## src/rtl/wdt_pkg.sv

```systemverilog
package wdt_pkg;
  typedef enum logic [1:0] {
    ST_RESET = 2'd0,
    ST_RUN   = 2'd1,
    ST_FAULT = 2'd2
  } state_t;

  // strobes from control to datapath counters
  typedef struct packed {
    logic clrDly;
    logic incDly;
    logic clrWin;
    logic incWin;
  } strobe_t;

  localparam logic [1:0] SEL_OFF = 2'b11;
endpackage

```

## src/rtl/wdt_datapath.sv

```systemverilog
module wdt_datapath
  import wdt_pkg::*;
#(
  parameter int RST_DLY     = 16,
  parameter int WIN_SHORT   = 64,
  parameter int WIN_LONG    = 256,
  parameter int SYNC_STAGES = 2
) (
  input  logic       clk,
  input  logic       rstSysN,
  input  logic       wdiIn,
  input  logic [1:0] wdSel,
  input  logic       modeLong,
  input  strobe_t    strb,
  output logic       kickFall,
  output logic       winEarly,
  output logic       winLate,
  output logic       wdEnabled,
  output logic       dlyDone
);
  localparam int DW = $clog2(RST_DLY + 1);
  localparam int WW = $clog2(WIN_LONG + 1);

  logic [SYNC_STAGES-1:0] syncQ;
  logic                   prevQ;
  logic [DW-1:0]          dlyCnt;
  logic [WW-1:0]          winCnt;
  logic [WW-1:0]          upperB;
  logic [WW-1:0]          lowerB;

  // kick synchronizer chain
  always_ff @(posedge clk or negedge rstSysN) begin
    if (!rstSysN) syncQ[0] <= 1'b1;
    else          syncQ[0] <= wdiIn;
  end

  genvar g;
  generate
    for (g = 1; g < SYNC_STAGES; g++) begin : g_sync
      always_ff @(posedge clk or negedge rstSysN) begin
        if (!rstSysN) syncQ[g] <= 1'b1;
        else          syncQ[g] <= syncQ[g-1];
      end
    end
  endgenerate

  always_ff @(posedge clk or negedge rstSysN) begin
    if (!rstSysN) prevQ <= 1'b1;
    else          prevQ <= syncQ[SYNC_STAGES-1];
  end

  assign kickFall = prevQ & ~syncQ[SYNC_STAGES-1];

  // window bounds
  always_comb begin
    upperB = modeLong ? WW'(WIN_LONG) : WW'(WIN_SHORT);
    unique case (wdSel)
      2'b00:   lowerB = upperB >> 3;
      2'b01:   lowerB = upperB >> 2;
      2'b10:   lowerB = upperB >> 1;
      default: lowerB = '0;
    endcase
  end

  assign wdEnabled = (wdSel != SEL_OFF);
  assign winEarly  = (winCnt < lowerB);
  assign winLate   = (winCnt >= upperB - WW'(1));
  assign dlyDone   = (dlyCnt == DW'(RST_DLY - 1));

  always_ff @(posedge clk or negedge rstSysN) begin
    if (!rstSysN)         dlyCnt <= '0;
    else if (strb.clrDly) dlyCnt <= '0;
    else if (strb.incDly) dlyCnt <= dlyCnt + DW'(1);
  end

  always_ff @(posedge clk or negedge rstSysN) begin
    if (!rstSysN)         winCnt <= '0;
    else if (strb.clrWin) winCnt <= '0;
    else if (strb.incWin) winCnt <= winCnt + WW'(1);
  end

  // a detected fall reflects a low input two samples earlier
  a_r3_sync_latency: assert property (@(posedge clk) disable iff (!rstSysN)
    kickFall |-> ($past(wdiIn, 2) == 1'b0));

  // a cleared window reads zero on the next cycle
  a_r9_win_cleared: assert property (@(posedge clk) disable iff (!rstSysN)
    strb.clrWin |=> (winCnt == '0));
endmodule

```

## src/rtl/wdt_ctrl.sv

```systemverilog
module wdt_ctrl
  import wdt_pkg::*;
(
  input  logic    clk,
  input  logic    rstSysN,
  input  logic    flagAny,
  input  logic    kickFall,
  input  logic    winEarly,
  input  logic    winLate,
  input  logic    wdEnabled,
  input  logic    dlyDone,
  output strobe_t strb,
  output logic    rstN,
  output logic    wdoN,
  output logic    wdoOe
);
  state_t st, stNxt;

  always_ff @(posedge clk or negedge rstSysN) begin
    if (!rstSysN) st <= ST_RESET;
    else          st <= stNxt;
  end

  always_comb begin
    stNxt = st;
    strb  = '0;
    unique case (st)
      ST_RESET: begin
        if (flagAny) strb.clrDly = 1'b1;
        else if (dlyDone) begin
          stNxt       = ST_RUN;
          strb.clrWin = 1'b1;
        end else strb.incDly = 1'b1;
      end
      ST_RUN: begin
        if (flagAny) begin
          stNxt       = ST_RESET;
          strb.clrDly = 1'b1;
        end else if (!wdEnabled) strb.clrWin = 1'b1;
        else if (kickFall) begin
          if (winEarly) begin
            stNxt       = ST_FAULT;
            strb.clrDly = 1'b1;
          end else strb.clrWin = 1'b1;
        end else if (winLate) begin
          stNxt       = ST_FAULT;
          strb.clrDly = 1'b1;
        end else strb.incWin = 1'b1;
      end
      ST_FAULT: begin
        if (flagAny) begin
          stNxt       = ST_RESET;
          strb.clrDly = 1'b1;
        end else if (dlyDone) begin
          stNxt       = ST_RUN;
          strb.clrWin = 1'b1;
        end else strb.incDly = 1'b1;
      end
      default: begin
        stNxt       = ST_RESET;
        strb.clrDly = 1'b1;
      end
    endcase
  end

  assign rstN  = (st != ST_RESET);
  assign wdoN  = (st != ST_FAULT);
  assign wdoOe = (st != ST_RESET);

  a_r1_flag_resets: assert property (@(posedge clk) disable iff (!rstSysN)
    flagAny |=> !rstN);

  a_r2_release_after_delay: assert property (@(posedge clk) disable iff (!rstSysN)
    $rose(rstN) |-> $past(dlyDone && !flagAny));

  a_r4_fault_cause: assert property (@(posedge clk) disable iff (!rstSysN)
    $fell(wdoN) |-> $past(wdEnabled && (winLate || (kickFall && winEarly))));

  a_r6_fault_ends_on_delay: assert property (@(posedge clk) disable iff (!rstSysN)
    ($rose(wdoN) && rstN) |-> $past(dlyDone));

  a_r10_reset_from_flag: assert property (@(posedge clk) disable iff (!rstSysN)
    $fell(rstN) |-> $past(flagAny));
endmodule

```

## src/rtl/wdt_supervisor.sv

```systemverilog
module wdt_supervisor
  import wdt_pkg::*;
#(
  parameter int RST_DLY   = 16,
  parameter int WIN_SHORT = 64,
  parameter int WIN_LONG  = 256
) (
  input  logic       clk,
  input  logic       rstSysN,
  input  logic       uvFlag,
  input  logic       ovFlag,
  input  logic       wdiIn,
  input  logic [1:0] wdSel,
  input  logic       modeLong,
  output logic       rstN,
  output logic       wdoN,
  output logic       wdoOe
);
  strobe_t strb;
  logic kickFall, winEarly, winLate, wdEnabled, dlyDone;

  wdt_datapath #(
    .RST_DLY    (RST_DLY),
    .WIN_SHORT  (WIN_SHORT),
    .WIN_LONG   (WIN_LONG),
    .SYNC_STAGES(2)
  ) dp_i (
    .clk      (clk),
    .rstSysN  (rstSysN),
    .wdiIn    (wdiIn),
    .wdSel    (wdSel),
    .modeLong (modeLong),
    .strb     (strb),
    .kickFall (kickFall),
    .winEarly (winEarly),
    .winLate  (winLate),
    .wdEnabled(wdEnabled),
    .dlyDone  (dlyDone)
  );

  wdt_ctrl ctrl_i (
    .clk      (clk),
    .rstSysN  (rstSysN),
    .flagAny  (uvFlag | ovFlag),
    .kickFall (kickFall),
    .winEarly (winEarly),
    .winLate  (winLate),
    .wdEnabled(wdEnabled),
    .dlyDone  (dlyDone),
    .strb     (strb),
    .rstN     (rstN),
    .wdoN     (wdoN),
    .wdoOe    (wdoOe)
  );
endmodule

```

## config.mk

```make
export PLATFORM = sky130hd
export DESIGN_NAME = wdt_supervisor
export DESIGN_NICKNAME = d
export VERILOG_FILES = /design/src/rtl/wdt_pkg.sv /design/src/rtl/wdt_datapath.sv /design/src/rtl/wdt_ctrl.sv /design/src/rtl/wdt_supervisor.sv
export SDC_FILE = /design/constraint.sdc
export NUM_CORES = 1
export LEC_CHECK = 0
export BUFFER_PORTS_ARGS = -buffer_cell sky130_fd_sc_hd__buf_2
export CORE_UTILIZATION = 45
export CTS_BUF_LIST = sky130_fd_sc_hd__clkbuf_8 sky130_fd_sc_hd__clkbuf_16
export DETAILED_ROUTE_END_ITERATION = 12
export PLACE_DENSITY = 0.69
export SYNTH_ARGS = -nofsm -noshare
export SYNTH_HDL_FRONTEND = slang
export SYNTH_HIERARCHICAL = 1
export SYNTH_SLANG_ARGS = --single-unit
```

## constraint.sdc

```tcl
create_clock -name clk -period 3.63 [get_ports clk]
set_input_delay 0.1815 -clock clk [delete_from_list [all_inputs] [get_ports clk]]
set_output_delay 0.1815 -clock clk [all_outputs]
set_load 0.01 [all_outputs]
```

==> results of run 1 <==
## per-layer routing
metal,routed length (um),vias to the layer above
met5,0,-
met3,46,2
met4,9,0
met1,993,412
met2,953,8
li1,-,442
## path summary, 6_finish.rpt
kind	end	cells past startpoint	start	slack, ps
min in group asynchronous	dp_i/dlyCnt[1]	2	rstSysN	410
max in group asynchronous	dp_i/prevQ	2	rstSysN	2900
worst max register to register	dp_i/winCnt[8]	9	dp_i/winCnt[7]	900
worst min-delay path	dp_i/syncQ[0]	1	wdiIn	30
worst max-delay path	dp_i/winCnt[8]	9	dp_i/winCnt[7]	900
worst min register to register	dp_i/syncQ[1]	0	dp_i/syncQ[0]	360
## repair_timing
action | in CTS | in global routing
resized for setup | 0 | 0
endpoints found under the hold margin | 16 | 0
hold buffers | 1 | 0
## stage by stage
| stage | hold slack (ps) | power [W] | util (%) | std cells |
|---|---|---|---|---|
| after detailed placement | 148 | 0.000252 | 52.8 | 152 |
| after global placement | 136 | 0.000251 | 52.8 | 152 |
| after CTS | 22.2 | 0.000394 | 55.2 | 157 |
| after floorplan | -114 | 0.000239 | - | 117 |
| after global routing | 7.61 | 0.000410 | 55.2 | 157 |
| final | 25.7 | 0.000389 | 55.2 | 157 |
## cell families (layout without fill, tap and decap cells)
kind of cell / Yosys count / after routing / synth area share (%)
simple gates: 47 / 47 / 22.6
compound gates: 23 / 23 / 13.5
flops: 19 / 19 / 41.9
fa+ha+maj: 9 / 9 / 9.85
xor+xnor: 8 / 8 / 6.13
buf+inv: 8 / 20 / 3.39
mux: 3 / 3 / 2.63
## cells in the mapped netlist (2+ instances only)
library cell | n | area, um^2
sky130_fd_sc_hd__nor2_1 | 11 | 41.3
sky130_fd_sc_hd__nand4_1 | 3 | 18.8
sky130_fd_sc_hd__nand3_1 | 3 | 15.0
sky130_fd_sc_hd__xor2_1 | 6 | 52.6
sky130_fd_sc_hd__dfstp_2 | 3 | 78.8
sky130_fd_sc_hd__o31ai_1 | 2 | 15.0
sky130_fd_sc_hd__o21ai_1 | 2 | 10.0
sky130_fd_sc_hd__xnor2_1 | 2 | 17.5
sky130_fd_sc_hd__nand3b_1 | 5 | 37.5
sky130_fd_sc_hd__ha_1 | 9 | 113
sky130_fd_sc_hd__dfrtp_1 | 16 | 400
sky130_fd_sc_hd__nand2b_1 | 3 | 18.8
sky130_fd_sc_hd__nor2b_1 | 2 | 12.5
sky130_fd_sc_hd__a21oi_1 | 8 | 40.0
sky130_fd_sc_hd__buf_4 | 2 | 15.0
sky130_fd_sc_hd__mux2i_1 | 3 | 30.0
sky130_fd_sc_hd__or4_1 | 2 | 15.0
sky130_fd_sc_hd__nand2_1 | 9 | 33.8
sky130_fd_sc_hd__inv_1 | 4 | 15.0
sky130_fd_sc_hd__o21ai_0 | 3 | 15.0
sky130_fd_sc_hd__a211oi_1 | 2 | 15.0
## flip-flops by register name, summed over array words and instances (netlist names)
register / flops
dp_i/winCnt: 9
dp_i/prevQ: 1
dp_i/syncQ: 2
ctrl_i/st: 2
dp_i/dlyCnt: 5
## critical path, cell delays in order, from the launching register on
cell                       delay [ps]
sky130_fd_sc_hd__dfrtp_1          420
sky130_fd_sc_hd__ha_1             310
sky130_fd_sc_hd__nand2_1           70
sky130_fd_sc_hd__a211oi_1          40
sky130_fd_sc_hd__a2111o_1         400
sky130_fd_sc_hd__nand3b_1         180
sky130_fd_sc_hd__nor3_2           370
sky130_fd_sc_hd__nand3_1          210
sky130_fd_sc_hd__or4_1            500
sky130_fd_sc_hd__a21oi_1          150
## power by group
part / switching [W] / leakage (nW) / total (W) / internal (W)
combinational: 0.0000188 / 0.296 / 0.0000317 / 0.0000129
clock: 0.0000652 / 0.0269 / 0.000140 / 0.0000749
sequential: 0.00000163 / 0.254 / 0.000217 / 0.000216
## cell type report
| cell class | instances | area (um^2) | area share, % |
|---|---|---|---|
| Sequential cell | 19 | 479 | 37.8 |
| Tap cell | 28 | 35.0 | 2.76 |
| Clock buffer | 3 | 41.3 | 3.26 |
| Multi-Input combinational cell | 90 | 626 | 49.4 |
| Inverter | 4 | 15.0 | 1.18 |
| Timing Repair Buffer | 12 | 67.6 | 5.33 |
| Clock inverter | 1 | 3.75 | 0.296 |
==> results_dict.tcl, run 1 <==
set metrics [dict create \
    edff_count_synth 0 \
    fill_cells 202 \
    starting_density_of_the_core_pct 49.8 \
    async_flop_share_pct 100 \
    tritoncts_num_sinks 19 \
    period_share_pct 75.1 \
    gr-total-overflow 0 \
    slew_headroom_pct 51.5 \
    detail_route.iter0.violations 9 \
    kind_of_start_point_of_the_critical_path "register" \
    die_h_um 52.4 \
    route.antenna.remaining_nets 0 \
    met1_resource_use_gr_pct 24.5 \
    floorplan.io_pins 11 \
    nNetsFinal 147 \
    insertion_delay_ps 250 \
    max_clk_rate_ghz 0.367 \
    num_rows 17 \
    cp.arrival_ps 2900 \
    drive_above_1_share_pct 18.6 \
    gp_routability_congestion 0.830 \
    totalWireLength_um 2000 \
    ant_diodes 0 \
    slew_viol_final 0 \
    cts_root_buffer "sky130_fd_sc_hd__clkbuf_8" \
    die-area_mm2 0.00275 \
    max_cap_viol_count 0 \
    cts.clk_slew.worst_paths_ps 70 \
    cellLeakagePower_nw 0.577 \
    setup_tns_ps 0 \
    routed_via_density 5.50 \
    placed_wire_length_estimate_after_detailed_placement_um 1560 \
    powerDensity_mw_per_mm2 307 \
    postLayoutSetupSlackWorst_ps 905 \
    buffer_ports.inserted 10 \
    via_count_of_the_first_global_routing_pass 862 \
    critical_path_class "register to register" \
    pre_cts_slack_ps 885 \
    design_area_mm2 0.00127 \
    timing.critical_path.required_ps 3800 \
    report.final.hold_viol_count 0 \
    grt_setup_unrepaired "false" \
    class_of_the_tightest_hold_or_removal_check "input pin to register" \
    synthesis.area_mm2 0.00114 \
    syn-num-nets 134 \
    globalRouteMet3Util_pct 3.48 \
    synth_seq_area_share_pct 41.9 \
    maximum_level_of_the_cts_h_tree 1 \
    irDropWorstVdd_mv 0.202 \
    post_synth_inst_count 117 \
    layout.cells.most_common "sky130_fd_sc_hd__dfrtp_1" \
    top_usage_layer "met2" \
    via_count 864 \
    tightest_slew_ps 722 \
    finalCriticalPeriod_ps 2730 \
    grt_start_max_net_pins 20 \
    ys_ff_latch 19 \
    globalRouteMet2Util_pct 30.4 \
    clock_skew_ps 3.76 \
    worst_setup_path_end_kind "register" \
    synthDistinctLibCells 38 \
    most-common-layout-cells "sky130_fd_sc_hd__dfrtp_1 (16), sky130_fd_sc_hd__nor2_1 (11), sky130_fd_sc_hd__buf_2 (10), sky130_fd_sc_hd__nand2_1 (9), sky130_fd_sc_hd__ha_1 (9)" \
    globalRouteTotalUtil_pct 18.2 \
    placement.cell_area_mm2 0.00121 \
    first_pass_detailed_route_iteration_total 3 \
    area_growth_syn_to_layout_pct 10.8 \
    synth_flop_cell "sky130_fd_sc_hd__dfrtp_1" \
    cts-buffers-inserted 3 \
    avgSynthCellArea_um2 9.77 \
    timing.critical_path.fanout_max 7 \
    wire_per_inst_um 12.7 \
    setup_viol 0 \
    post-cts-setup-buffer-count 0 \
    grt_antenna_before_repair 0 \
    synth.yosys.warnings 6 \
    core-area_mm2 0.00230 \
    drc_errors 0 \
    chipWidth_um 52.4 \
    first_pass_grt_wire_length_um 3750 \
    cts-root-to-sink-buffers 2 \
    tritoncts_clock_tree "built" \
    run_status "finished clean" \
]
No activity file was read; power rests on OpenSTA's default activity.
==> run 2, diff against run 1 <==
==> constraint.sdc (replaced) <==
create_clock -name clk -period 2.85 [get_ports clk]
set_input_delay 0.1425 -clock clk [delete_from_list [all_inputs] [get_ports clk]]
set_output_delay 0.1425 -clock clk [all_outputs]
set_load 0.01 [all_outputs]
==> results_dict.tcl, run 2 (same netlist as run 1, synthesis figures left out) <==
set metrics [dict create \
    post_cts_resize_count 0 \
    worst_r2r_startpoint "dp_i/winCnt[7]" \
    cts-buffers-inserted 3 \
    drc_errors 0 \
    totalWireLength_um 2100 \
    class_of_the_tightest_hold_or_removal_check "input pin to register" \
    cellLeakagePower_nw 0.590 \
    tritoncts_clock_tree "built" \
    ant_diodes 0 \
    worst_hold_startpoint "uvFlag" \
    area_used_by_sequential_logic_in_the_layout_um2 479 \
    post-cts-setup-buffer-count 0 \
    postLayoutSetupSlackWorst_ps 300 \
    period_share_pct 89.5 \
    via_count_of_the_first_global_routing_pass 841 \
    layout.cells.most_common "sky130_fd_sc_hd__dfrtp_1" \
    most-common-layout-cells "sky130_fd_sc_hd__dfrtp_1 (16), sky130_fd_sc_hd__nor2_1 (11), sky130_fd_sc_hd__buf_2 (10), sky130_fd_sc_hd__nand2_1 (9), sky130_fd_sc_hd__ha_1 (9)" \
    timing.critical_path.slowest_cell_delay_ps 490 \
    multiInputGateArea_um2 626 \
    die_h_um 52.4 \
    nNetsFinal 150 \
    kind_of_start_point_of_the_critical_path "register" \
    cts_hold_buffers 2 \
    timing.critical_path.fanout_max 5 \
    tightest_slew_ps 510 \
    design_area_mm2 0.00129 \
    report.final.hold_viol_count 0 \
    timing.critical_path.required_ps 3040 \
    core-area_mm2 0.00230 \
    max_cap_viol_count 0 \
    grt_antenna_before_repair 0 \
    grt_start_max_net_pins 20 \
    route.antenna.remaining_nets 0 \
    first_pass_detailed_route_iteration_total 4 \
    gp_routability_congestion 0.803 \
    floorplan.io_pins 11 \
    placement.cell_area_mm2 0.00123 \
    pre_cts_slack_ps 359 \
    first_pass_grt_wire_length_um 3550 \
    critical_path_class "register to register" \
    die-area_mm2 0.00275 \
    finalPower_w 0.000508 \
    fill_cells 207 \
    via_count 900 \
    tritoncts_num_sinks 19 \
    num_rows 17 \
    reg2reg_slack_ps 300 \
    worst_r2r_endpoint "dp_i/winCnt[8]" \
    cp.arrival_ps 2740 \
    drive_above_1_share_pct 20.5 \
    slew_headroom_pct 65.6 \
    buffer_ports.inserted 10 \
    worst_setup_path_end_kind "register" \
    starting_density_of_the_core_pct 49.8 \
    detail_route.iter0.violations 12 \
    area_growth_syn_to_layout_pct 13.1 \
    cts-root-to-sink-buffers 2 \
    critical_path_cell_sequence "ha_1 > nand2_1 > a211oi_1 > a2111o_1 > nand3b_1 > nor3_2 > nand3_1 > or4_1 > a21oi_1" \
    clock_skew_ps 4.45 \
    slew_viol_final 0 \
    wire_per_inst_um 13.1 \
    worst-r2r-cell-count 9 \
    grt_setup_unrepaired "false" \
    gr-total-overflow 0 \
    routed_via_density 5.63 \
    setup_tns_ps 0 \
    globalRouteTotalUtil_pct 17.7 \
    cts.clk_slew.worst_paths_ps 70 \
    maximum_level_of_the_cts_h_tree 1 \
    run_status "finished clean" \
    fin_util_pct 56.3 \
    chipWidth_um 52.4 \
    largest_register "dp_i/winCnt" \
    setup_viol 0 \
    max_clk_rate_ghz 0.392 \
    hold_path_end "ctrl_i/st[1]" \
    placed_wire_length_estimate_after_detailed_placement_um 1580 \
    critical_path_cell_with_the_highest_stage_delay "sky130_fd_sc_hd__or4_1" \
    cts_root_buffer "sky130_fd_sc_hd__clkbuf_8" \
    whs_path_depth 3 \
    biggestRegsByFlops "dp_i/winCnt (9), dp_i/dlyCnt (5)" \
    powerDensity_mw_per_mm2 393 \
    irDropWorstVdd_mv 0.308 \
    insertion_delay_ps 260 \
    finalCriticalPeriod_ps 2550 \
    max_ffs_per_register 9 \
]
## run 2: worst max-delay path by stage
stage / from / to / slack [ps]
after floorplan: dp_i/winCnt[7] / dp_i/winCnt[7] / 460
after global placement: dp_i/winCnt[7] / dp_i/winCnt[7] / 410
after detailed placement: dp_i/winCnt[7] / dp_i/winCnt[8] / 360
after CTS: dp_i/winCnt[7] / dp_i/winCnt[8] / 330
after global routing: dp_i/winCnt[0] / dp_i/winCnt[7] / 170
final: dp_i/winCnt[7] / dp_i/winCnt[8] / 300
## run 2: layer usage
layer / routed length (um) / share of wire (%) / track usage (%) / up-vias
li1: - / - / - / 451
met2: 966 / 46 / 27.4 / 12
met5: 0 / 0 / 0 / -
met1: 1050 / 50 / 24.1 / 433
met3: 54 / 2.6 / 3.48 / 4
met4: 23 / 1.1 / 6.58 / 0
## run 2: stage by stage
| stage | instances | hold WS (ps) |
|---|---|---|
| floorplan | 117 | -153 |
| global placement | 154 | 96.3 |
| detailed placement | 154 | 102 |
| CTS | 160 | 260 |
| global route | 160 | 289 |
| finish | 160 | 262 |
## run 2: area by class of cell
class	instances	area share [%]
clock buffer	3	3.19
clock inverter	1	0.387
inverter	4	1.16
multi-input combinational	90	48.4
sequential	19	37.0
tap	28	2.71
timing repair buffer	15	7.16
## run 2: critical path, delay by kind of cell, from the launching register on
family	cells	cell delay, ps
AOI/OAI and AO/OA	3	580
adders and majority gates	1	320
DFF	1	430
and+or+nand+nor	5	1150
## run 2: power breakdown
| group | internal [W] | switching, W | total (W) |
|---|---|---|---|
| registers | 0.000275 | 0.00000212 | 0.000277 |
| clock network | 0.0000972 | 0.0000918 | 0.000189 |
| logic | 0.0000182 | 0.0000240 | 0.0000422 |
==> run 3, diff against run 2 <==
--- a/config.mk
+++ b/config.mk
@@ -9,6 +9,7 @@
 export CORE_UTILIZATION = 45
 export CTS_BUF_LIST = sky130_fd_sc_hd__clkbuf_8 sky130_fd_sc_hd__clkbuf_16
 export DETAILED_ROUTE_END_ITERATION = 12
+export HOLD_SLACK_MARGIN = 0.06
 export PLACE_DENSITY = 0.69
 export SYNTH_ARGS = -nofsm -noshare
 export SYNTH_HDL_FRONTEND = slang
==> constraint.sdc (replaced) <==
create_clock -name clk -period 2.85 [get_ports clk]
set_input_delay 0.57 -clock clk [delete_from_list [all_inputs] [get_ports clk]]
set_output_delay 0.57 -clock clk [all_outputs]
set_load 0.01 [all_outputs]
==> results_dict.tcl, run 3 (same netlist as run 1, synthesis figures left out) <==
set metrics [dict create \
    setup_viol 0 \
    gr-total-overflow 0 \
    slew_headroom_pct 70.3 \
    timing.critical_path.required_ps 3030 \
    layout.cells.most_common "sky130_fd_sc_hd__dfrtp_1" \
    finalCriticalPeriod_ps 2630 \
    irDropWorstVdd_mv 0.385 \
    tightest_slew_ps 445 \
    drc_errors 0 \
    critical_path_class "input pin to register" \
    cp.arrival_ps 2810 \
    placed_wire_length_estimate_after_detailed_placement_um 1700 \
    period_share_pct 92.1 \
    report.final.hold_viol_count 0 \
    cts-buffers-inserted 3 \
    totalWireLength_um 2210 \
    die-area_mm2 0.00275 \
    cts-root-to-sink-buffers 2 \
    core-area_mm2 0.00230 \
    tritoncts_clock_tree "built" \
    max_ffs_per_register 9 \
    placement.cell_area_mm2 0.00123 \
    kind_of_start_point_of_the_critical_path "input pin" \
    cts_root_buffer "sky130_fd_sc_hd__clkbuf_8" \
    detail_route.iter0.violations 12 \
    biggestRegsByFlops "dp_i/winCnt (9), dp_i/dlyCnt (5)" \
    cts.clk_slew.worst_paths_ps 70 \
    routed_via_density 5.77 \
    grt_start_max_net_pins 20 \
    drive_above_1_share_pct 21.4 \
    largest_register "dp_i/winCnt" \
    first_pass_grt_wire_length_um 3770 \
    maximum_level_of_the_cts_h_tree 1 \
    via_count 917 \
    tritoncts_num_sinks 19 \
    fill_cells 197 \
    insertion_delay_ps 250 \
    setup_tns_ps 0 \
    design_area_mm2 0.00128 \
    grt_setup_unrepaired "false" \
    die_h_um 52.4 \
    num_rows 17 \
    grt_antenna_before_repair 0 \
    timing.critical_path.fanout_max 5 \
    first_pass_detailed_route_iteration_total 4 \
    buffer_ports.inserted 10 \
    clock_skew_ps 0.940 \
    nNetsFinal 149 \
    starting_density_of_the_core_pct 49.8 \
    max_clk_rate_ghz 0.381 \
    reg2reg_slack_ps 310 \
    max_cap_viol_count 0 \
    post_cts_resize_count 0 \
    via_count_of_the_first_global_routing_pass 860 \
    chipWidth_um 52.4 \
    route.antenna.remaining_nets 0 \
    slew_viol_final 0 \
    run_status "finished clean" \
    cts_hold_buffers 0 \
    post-cts-setup-buffer-count 0 \
    area_growth_syn_to_layout_pct 12.0 \
    wire_per_inst_um 13.9 \
    most-common-layout-cells "sky130_fd_sc_hd__dfrtp_1 (16), sky130_fd_sc_hd__nor2_1 (11), sky130_fd_sc_hd__buf_2 (10), sky130_fd_sc_hd__nand2_1 (9), sky130_fd_sc_hd__ha_1 (9)" \
    powerDensity_mw_per_mm2 394 \
    globalRouteTotalUtil_pct 18.5 \
    floorplan.io_pins 11 \
    cellLeakagePower_nw 0.586 \
    worst_setup_path_end_kind "register" \
    gp_routability_congestion 0.807 \
    ant_diodes 0 \
    class_of_the_tightest_hold_or_removal_check "input pin to asynchronous set/reset pin" \
]
## run 3: final timing paths
kind / from / to / cells past startpoint
max: modeLong / dp_i/winCnt[7] / 11
min: rstSysN / dp_i/winCnt[4] / 1
max reg2reg: dp_i/winCnt[7] / dp_i/winCnt[7] / 9
min reg2reg: dp_i/syncQ[0] / dp_i/syncQ[1] / 0
max in group asynchronous: rstSysN / dp_i/prevQ / 1
min in group clk: dp_i/syncQ[0] / dp_i/syncQ[1] / 0
## run 3: layout make-up
cell class / instances / area, um^2 / share of cell area (%)
Tap cell: 28 / 35.0 / 2.73
Inverter: 4 / 15.0 / 1.17
Multi-Input combinational cell: 90 / 626 / 48.8
Clock buffer: 3 / 41.3 / 3.22
Timing Repair Buffer: 14 / 80.1 / 6.25
Clock inverter: 1 / 5.00 / 0.391
Sequential cell: 19 / 479 / 37.4
## run 3: report_power, final
group	internal [W]	leakage [nW]	switching, W
sequential	0.000275	0.254	0.00000214
clock	0.0000971	0.0255	0.0000894
combinational	0.0000172	0.306	0.0000243
total	0.000389	0.586	0.000116
## run 3: per-layer routing
metal  routed length, um  GRT usage, %  vias up
met1                1030          24.2      457
met5                   0             0        -
met4                  16          5.26        0
li1                    -             -      444
met3                  54          2.61        2
met2                1110          31.2       14
## run 3: worst max-delay path: stages
cell and delay [ps]:
sky130_fd_sc_hd__buf_2 130, sky130_fd_sc_hd__inv_1 80, sky130_fd_sc_hd__ha_1 310, sky130_fd_sc_hd__nand2_1 70, sky130_fd_sc_hd__a211oi_1 50, sky130_fd_sc_hd__a2111o_1 400
sky130_fd_sc_hd__nand3b_1 170, sky130_fd_sc_hd__nor3_2 210, sky130_fd_sc_hd__o211ai_1 180, sky130_fd_sc_hd__or4_1 500, sky130_fd_sc_hd__a21oi_1 150
## run 3: metrics by stage
| stage | cells | utilization (%) | setup WS [ps] | power [W] | hold WS [ps] |
|---|---|---|---|---|---|
| 2_1_floorplan | 117 | - | 234 | 0.000304 | 274 |
| 3_3_place_gp | 155 | 53.8 | 82.3 | 0.000322 | 346 |
| 3_5_place_dp | 155 | 53.8 | -31.5 | 0.000324 | 349 |
| 4_1_cts | 159 | 55.8 | 229 | 0.000512 | 255 |
| 5_1_grt | 159 | 55.8 | 54.4 | 0.000530 | 275 |
| 6_report | 159 | 55.8 | 224 | 0.000505 | 251 |
